<file path="config.mk">
export PLATFORM = sky130hd
export DESIGN_NAME = lw_link_watchdog
export DESIGN_NICKNAME = d
export VERILOG_FILES = /design/src/rtl/lw_pkg.sv /design/src/rtl/lw_interval_timer.sv /design/src/rtl/lw_sat_counter.sv /design/src/rtl/lw_link_watchdog.sv
export SDC_FILE = /design/constraint.sdc
export NUM_CORES = 1
export LEC_CHECK = 0
export ABC_AREA = 1
export BUFFER_PORTS_ARGS = -buffer_cell sky130_fd_sc_hd__buf_2
export CAP_MARGIN = 20
export CORE_UTILIZATION = 40
export DETAILED_ROUTE_END_ITERATION = 6
export PLACE_DENSITY = 0.67
export REMOVE_ABC_BUFFERS = 1
export SLEW_MARGIN = 10
export SYNTH_ARGS = -nofsm -noshare
export SYNTH_HDL_FRONTEND = slang
export SYNTH_SLANG_ARGS = --single-unit
</file>
<file path="constraint.sdc">
create_clock -name clk -period 2 [get_ports clk]
set_input_delay 0.5 -clock clk [delete_from_list [all_inputs] [get_ports clk]]
set_output_delay 0.5 -clock clk [all_outputs]
set_load 0.01 [all_outputs]
</file>
<file path="src/rtl/lw_pkg.sv">
package lw_pkg;
  typedef enum logic [1:0] {
    ST_SETTLE  = 2'd0,
    ST_RECHECK = 2'd1,
    ST_LOW     = 2'd2,
    ST_STABLE  = 2'd3
  } lw_state_e;

  function automatic logic mask_all_set(input logic [63:0] word, input logic [63:0] mask);
    return (word & mask) == mask;
  endfunction

  function automatic int max3(input int a, input int b, input int c);
    int m;
    m = (a > b) ? a : b;
    return (m > c) ? m : c;
  endfunction

  function automatic int stable_delay(input int settle, input int rechk, input int good);
    return settle + (good - 1) * rechk;
  endfunction
endpackage

</file>
<file path="src/rtl/lw_interval_timer.sv">
module lw_interval_timer #(
  parameter int CNT_W = 8
) (
  input  logic             clk,
  input  logic             rst_n,
  input  logic             restart,
  input  logic [CNT_W-1:0] limit,
  output logic             expire
);
  logic [CNT_W-1:0] cnt_q;

  assign expire = (cnt_q == limit - 1'b1);

  always_ff @(posedge clk or negedge rst_n) begin
    if (!rst_n)                cnt_q <= '0;
    else if (restart || expire) cnt_q <= '0;
    else                       cnt_q <= cnt_q + 1'b1;
  end
endmodule

</file>
<file path="src/rtl/lw_sat_counter.sv">
module lw_sat_counter #(
  parameter int W = 4
) (
  input  logic         clk,
  input  logic         rst_n,
  input  logic         inc,
  output logic [W-1:0] count
);
  function automatic logic [W-1:0] sat_inc(input logic [W-1:0] v);
    return (v == '1) ? v : v + 1'b1;
  endfunction

  always_ff @(posedge clk or negedge rst_n) begin
    if (!rst_n)   count <= '0;
    else if (inc) count <= sat_inc(count);
  end
endmodule

</file>
<file path="src/rtl/lw_link_watchdog.sv">
module lw_link_watchdog
  import lw_pkg::*;
#(
  parameter int                STATUS_W    = 32,
  parameter logic [STATUS_W-1:0] LINK_MASK = 'h11,
  parameter int                SETTLE_CYC  = 150000,
  parameter int                RECHK_CYC   = 50000,
  parameter int                LOW_CYC     = 16,
  parameter int                GOOD_NEEDED = 4,
  parameter int                RETRY_W     = 4
) (
  input  logic                clk,
  input  logic                rst_n,
  input  logic [STATUS_W-1:0] link_status,
  output logic                train_en,
  output logic                link_stable,
  output logic [RETRY_W-1:0]  retry_count
);
  localparam int TMR_W  = $clog2(max3(SETTLE_CYC, RECHK_CYC, LOW_CYC) + 1);
  localparam int GOOD_W = $clog2(GOOD_NEEDED + 1);

  lw_state_e        state_q, state_d;
  logic [TMR_W-1:0] limit;
  logic             expire;
  logic             link_ok;
  logic [GOOD_W-1:0] good_q;

  // named internal events, used by the checker
  logic sample_evt;
  logic pass_evt;
  logic fail_evt;
  logic last_good;

  assign link_ok = mask_all_set(64'(link_status), 64'(LINK_MASK));

  always_comb begin
    unique case (state_q)
      ST_LOW:     limit = TMR_W'(LOW_CYC);
      ST_SETTLE:  limit = TMR_W'(SETTLE_CYC);
      ST_RECHECK: limit = TMR_W'(RECHK_CYC);
      default:    limit = TMR_W'(1);
    endcase
  end

  assign sample_evt = expire && (state_q == ST_SETTLE || state_q == ST_RECHECK);
  assign pass_evt   = sample_evt && link_ok;
  assign fail_evt   = (sample_evt && !link_ok) || (state_q == ST_STABLE && !link_ok);
  assign last_good  = pass_evt && (good_q == GOOD_W'(GOOD_NEEDED - 1));

  always_comb begin
    state_d = state_q;
    if (state_q == ST_LOW) begin
      if (expire) state_d = ST_SETTLE;
    end else if (fail_evt) begin
      state_d = ST_LOW;
    end else if (last_good) begin
      state_d = ST_STABLE;
    end else if (pass_evt) begin
      state_d = ST_RECHECK;
    end
  end

  always_ff @(posedge clk or negedge rst_n) begin
    if (!rst_n) state_q <= ST_SETTLE;
    else        state_q <= state_d;
  end

  always_ff @(posedge clk or negedge rst_n) begin
    if (!rst_n)                          good_q <= '0;
    else if (fail_evt || state_q == ST_LOW) good_q <= '0;
    else if (pass_evt && !last_good)     good_q <= good_q + 1'b1;
  end

  lw_interval_timer #(.CNT_W(TMR_W)) u_timer (
    .clk     (clk),
    .rst_n   (rst_n),
    .restart (state_d != state_q),
    .limit   (limit),
    .expire  (expire)
  );

  lw_sat_counter #(.W(RETRY_W)) u_retry (
    .clk   (clk),
    .rst_n (rst_n),
    .inc   (fail_evt),
    .count (retry_count)
  );

  assign train_en    = (state_q != ST_LOW);
  assign link_stable = (state_q == ST_STABLE);
endmodule

</file>
### Yosys cells after proc, flatten, opt, wreduce, memory -nomap -nowiden

Cells that the tools add are included.

* bits in registers: 27
* input port bits: 34
* output and inout port bits: 6
* word-level logic and storage cells: 42

* add/subtract/negate cells: 4
* eq/ne operators: 9
* mux-type cells: 9
* bitwise operators: 1
* reductions and logical operators: 15

Operators with widths (count)
* 18-bit case mux with 3 select lines: 1
* 18-bit by 1-bit adder with 18-bit output (second input constant): 1
* 18-bit == test: 1
* 18-bit 2-to-1 mux: 1
* 18-bit by 1-bit subtractor with 18-bit output (second input constant): 1
* 2-bit 2-to-1 mux: 5
* 2-bit == test (second input constant): 3
* 1-bit logical AND: 6
* 3-bit 2-to-1 mux: 2
* 4-bit by 1-bit adder with 4-bit output (second input constant): 1
* 4-bit == test (second input constant): 1
* 1-bit logical OR: 4
* 3-bit by 1-bit adder with 3-bit output (second input constant): 1
* 3-bit by 2-bit == test with 1-bit output (second input constant): 1
* 2-bit by 1-bit == test with 1-bit output (second input constant): 1
* 1-bit zero test: 2
* 2-bit zero test: 1
* 2-bit inequality test: 1
* 2-bit inequality test (second input constant): 1
* 2-bit AND reduction: 1
* 2-bit nonzero test: 1
* 1-bit NOT: 1

### Longest topological paths before layout

* depth in word-level cells: 13
* gate-level depth with buffers: 12
* mapped depth without buffers: 12

### Cells and area by module

A second synthesis with hierarchy kept.

* cells, all modules: 345
* area total of the unflattened synthesis: 2429.8 µm²

By module, submodules not included
* lw_interval_timer: times used 1, cells an instance 267, area each 1819.2 µm², sequential area each 450.4 µm²
* lw_link_watchdog: times used 1, cells an instance 54, area each 404.1 µm², sequential area each 125.1 µm²
* lw_sat_counter: times used 1, cells an instance 24, area each 206.4 µm², sequential area each 100.1 µm²

### Least setup slack after synthesis

Ideal clock, no wire load.

* path kind: reg-to-reg
* start: register u_timer.cnt_q[0]
* end: register u_timer.cnt_q[14]
* setup time: 0.118 ns
* data arrival time: 1.435 ns
* data required time: 1.882 ns
* slack: 0.446 ns
* stages on the path, launching flop included: 10
* path buffers: 0
* clock period less this slack: 1.554 ns
* cells stage by stage: dfrtp_1 ha_1 nand2_1 inv_2 nand2_1 nor3_4 nand4_1 nor2_1 xor2_1 nor2_1

* longest elaborated chain between the ends: 10
* elaborated cells between the ends (all ways): 15
* those cells by class: add/sub: 1; eq/ne: 2; mux: 6; reduce/logical: 6

Ends and longest elaborated chain
* start: declaration: line lw_interval_timer.sv:10 `logic [CNT_W-1:0] cnt_q;`
* start signal: assignment: line lw_interval_timer.sv:17 `else cnt_q <= cnt_q + 1'b1;`
* 18-bit == test: line lw_interval_timer.sv:12 `assign expire = (cnt_q == limit - 1'b1);`
* 1-bit logical AND: line lw_link_watchdog.sv:45 `assign sample_evt = expire && (state_q == ST_SETTLE || state_q == ST_RECHECK);`
* 1-bit logical AND: line lw_link_watchdog.sv:46 `assign pass_evt = sample_evt && link_ok;`
* 2-bit 2-to-1 mux or 1-bit logical AND (tied branches): line lw_link_watchdog.sv:58, lw_link_watchdog.sv:48
* 2-bit 2-to-1 mux: line lw_link_watchdog.sv:56 `end else if (last_good) begin`
* 2-bit 2-to-1 mux: line lw_link_watchdog.sv:54 `end else if (fail_evt) begin`
* 2-bit 2-to-1 mux: line lw_link_watchdog.sv:52 `if (state_q == ST_LOW) begin`
* 2-bit inequality test: line lw_link_watchdog.sv:77 `.restart (state_d != state_q),`
* 1-bit logical OR: line lw_interval_timer.sv:16 `else if (restart || expire) cnt_q <= '0;`
* 18-bit 2-to-1 mux *: line lw_interval_timer.sv:16

Mark *: on every way between the ends. The rest lies on a longest branch, timed or not.
A chain may end at the register's enable or synchronous reset.

### Worst setup path after layout

* start: register state_q[1]
* end: output port train_en

* longest elaborated chain between the ends: 1

Ends and longest elaborated chain
* start: declaration: line lw_link_watchdog.sv:22 `lw_state_e state_q, state_d;`
* start signal: assignment: line lw_link_watchdog.sv:65 `else state_q <= state_d;`
* 2-bit inequality test: line lw_link_watchdog.sv:89 `assign train_en = (state_q != ST_LOW);`
* end: declaration: line lw_link_watchdog.sv:15 `output logic train_en,`

Every way passes these cells.

==> key figures <==
Clocking
  – Clock Latency Late Sink: 0.28 ns
  – CTS tree: done
  – Clk pin slew, worst setup/hold paths: 0.10 ns
  – CTS Buf Count: 3
  – CTS Sinks: 27
  – Clk root buf: clkbuf_8
  – Clock buffer depth: 2
  – Max H-tree Level: 1

Synthesis
  – Mapped Cells: 234
  – Asr flop ratio synth: 1.00
  – Synth unique cells: 29
  – EDFF count, synth: 0
  – Yosys top cell area share: 0.395
  – Synth warnings: 0
  – Yosys top cell by area: dfrtp_1
  – Ys flop type: dfrtp_1
  – Mapped Area: ~1700 um^2
  – Seq cells post-synth: 27
  – Post-Syn Area per Cell: 7.31 um^2
  – Synth top area cells: dfrtp_1 39%, nand2_1 13%, nor2_1 9.2%, inv_1 5.3%, nand3_1 4.1%
  – Sequential area share after synthesis: 0.395

Power and ir drop
  – Pwr per Cell Area: 1080 nW/um^2
  – Power consumption: 1980 uW
  – Internal power: 1110 uW
  – Net Sw Frac: 0.440
  – Clock power frac: 0.161
  – Pleak: 0.000920 uW
  – Reg power frac: 0.430
  – Peak VDD IR: 0.530 mV
  – Net Sw Power: 872 uW
  – Logic pwr share: 0.409

Setup path
  – CP Capture Type: primary output
  – Worst Path Required: roughly 1.5 ns
  – Slowest cell on crit path: dfrtp_2
  – Largest stage delay, worst path: 0.51 ns
  – Worst r2r src: state_q[1]
  – Reg2Reg Depth: 10
  – Flop2flop setup slack: 0.27 ns
  – Crit Path Max Fanout: 11
  – Startpoint Class: register
  – Reg-to-reg endpoint: u_retry.count[2]
  – Cells along the critical path: inv_2 -> nor2_1 -> inv_1 -> buf_2
  – Critical Path AT: 1.29 ns
  – Kind of critical path: register to primary output

Global routing
  – First-pass GRT wire length: about 5800 um
  – Pin count of the biggest net entering global routing: 28
  – GRT Overall Usage: 0.167
  – Initial antenna violation count: 0
  – Total grt overflow: 0
  – Number of global-route vias before repair: 1349

Floorplanning
  – DIE HEIGHT: between 60 and 70 um
  – FP Rows: 23
  – Core Box Area: ~4000 um^2
  – Die area: 4540 um^2
  – Initial core utilization: 0.422
  – Die extent in x: 67.4 um
  – I/O pin cnt: 40

Placed design
  – Final HPWL DP: around 2400 um
  – Gpl congestion: about 0.85
  – IO buf count: 9

Detailed routing
  – WL final: 3170 um
  – Post-DR vias/cell: 4.88
  – # DRC: 0
  – Vias: 1430
  – ANT nets after route: 0
  – Starting DRT DRC Count: 47
  – DR pass1 iterations: 4
  – Routed WL per cell: 10.8 um

Timing
  – RSZ-0062 raised after global routing: false
  – Clk_skew: 0.00334 ns
  – Setup tns final: 0 ns
  – Min Tclk post-route: 1.79 ns
  – Rel. slew slack: 0.602
  – Fin. Hold Viols: 0
  – Final setup vio count: 0
  – Max-slew violation count: 0
  – Fmax achieved: ~0.56 GHz
  – Final worst-path cycle share: 0.896
  – Slew at the pin closest to its max-slew limit: just under 0.6 ns

Finish
  – N_diodes: 0
  – Layout cell share with drive strength beyond 1: 0.144
  – Area delta synth->final: 7.46%
  – Layout Nets: approximately 280
  – Fillcell total: 419

Job
  – Max Cap Viol: 0

Hold path
  – Hold Path Class: primary input to asynchronous set/reset pin

Status
  – Status: finished clean
-- state kept, by name, indices dropped and copies added (netlist names) --
register and count:
u_retry.count 4, state_q 2, good_q 3, u_timer.cnt_q 18
-- cell usage after synthesis, types with 5 or more instances --
| master | count |
|---|---|
| nand2_1 | 58 |
| nor3_1 | 6 |
| nand4_1 | 8 |
| inv_2 | 5 |
| xor2_1 | 7 |
| inv_1 | 24 |
| dfrtp_1 | 27 |
| nor2_1 | 42 |
| nand3_1 | 14 |
| nand2_2 | 5 |
| nor2_4 | 5 |
| a21oi_1 | 7 |
-- metal layers --
layer	routed length, um	vias up	part of all wire	GRT usage
li1	-	761	-	-
met1	1570	659	0.49	0.223
met2	1520	5	0.48	0.275
met3	22	5	0.0069	0.0152
met4	61	0	0.019	0.0718
met5	0	-	0	0
-- power groups by stage --
stage / clock network, uW / logic [uW] / registers, uW
floorplan: 0 / 635 / 830
detailed placement: 0 / 823 / 858
finish: 320 / 812 / 853
global placement: 0 / 809 / 854
global route: 349 / 954 / 879
CTS: 334 / 825 / 847
-- logic make-up (layout without fill, tap and decap cells) --
kind of cell | after synthesis | after routing | synth area share
buf+inv | 34 | 43 | 0.0826
simple gates | 144 | 144 | 0.394
xor+xnor | 10 | 10 | 0.0512
compound gates | 15 | 15 | 0.0482
flops | 27 | 27 | 0.395
fa+ha+maj | 4 | 4 | 0.0292
-- final cells by class --
cell class	instances	area [um^2]	share of cell area
clock buffers	3	41.3	0.0224
well taps	50	62.6	0.0340
multi-input cells	173	895	0.486
clock inverters	1	5.00	0.00272
inverters	30	113	0.0612
flip-flops and latches	27	678	0.369
repair buffers	9	45.0	0.0245
-- per-stage QoR --
step,area [um^2],instances,setup slack (ns),hold slack (ns),utilization
global placement,1790,289,0.192,0.507,0.441
global route,1840,293,0.0272,0.262,0.453
CTS,1840,293,0.0548,0.245,0.453
detailed placement,1790,289,0.195,0.520,0.441
finish,1840,293,0.209,0.216,0.453
floorplan,1680,230,0.443,0.204,-
-- critical path: cells and delay by family (launching register included) --
family | cells | cell delay [ns]
DFF | 1 | 0.51
buffers and inverters | 3 | 0.35
and+or+nand+nor | 1 | 0.15
-- placed cells by master, fill, tap and decap left out, drive strengths merged --
master	instances
dfrtp	27
o21bai	1
inv	29
clkinv	2
a31o	1
xnor2	3
nor2	48
a21oi	7
xor2	7
nor3	7
buf	9
clkbuf	3
o22ai	1
o21ai	5
nand3	14
ha	4
nand4	9
nand2	64
nor3b	1
nand3b	1
-- worst max-delay path by stage --
stage	from	slack, ns	endpoint	cells past startpoint
floorplan	u_timer.cnt_q[0]	0.44	u_timer.cnt_q[14]	9
CTS	state_q[1]	0.05	train_en	4
global route	u_timer.cnt_q[1]	0.03	u_timer.cnt_q[14]	9
global placement	state_q[1]	0.19	u_timer.cnt_q[4]	9
detailed placement	state_q[1]	0.19	u_retry.count[1]	11
finish	state_q[1]	0.21	train_en	4
-- what timing repair did --
action                     4_1_cts  5_1_grt
hold endpoints to repair         0        0
hold buffers                     0        0
gates resized for setup          0        2
setup endpoints to repair        0       25
setup buffers                    0        0
Note: power is estimated with default switching activity, not from simulation.
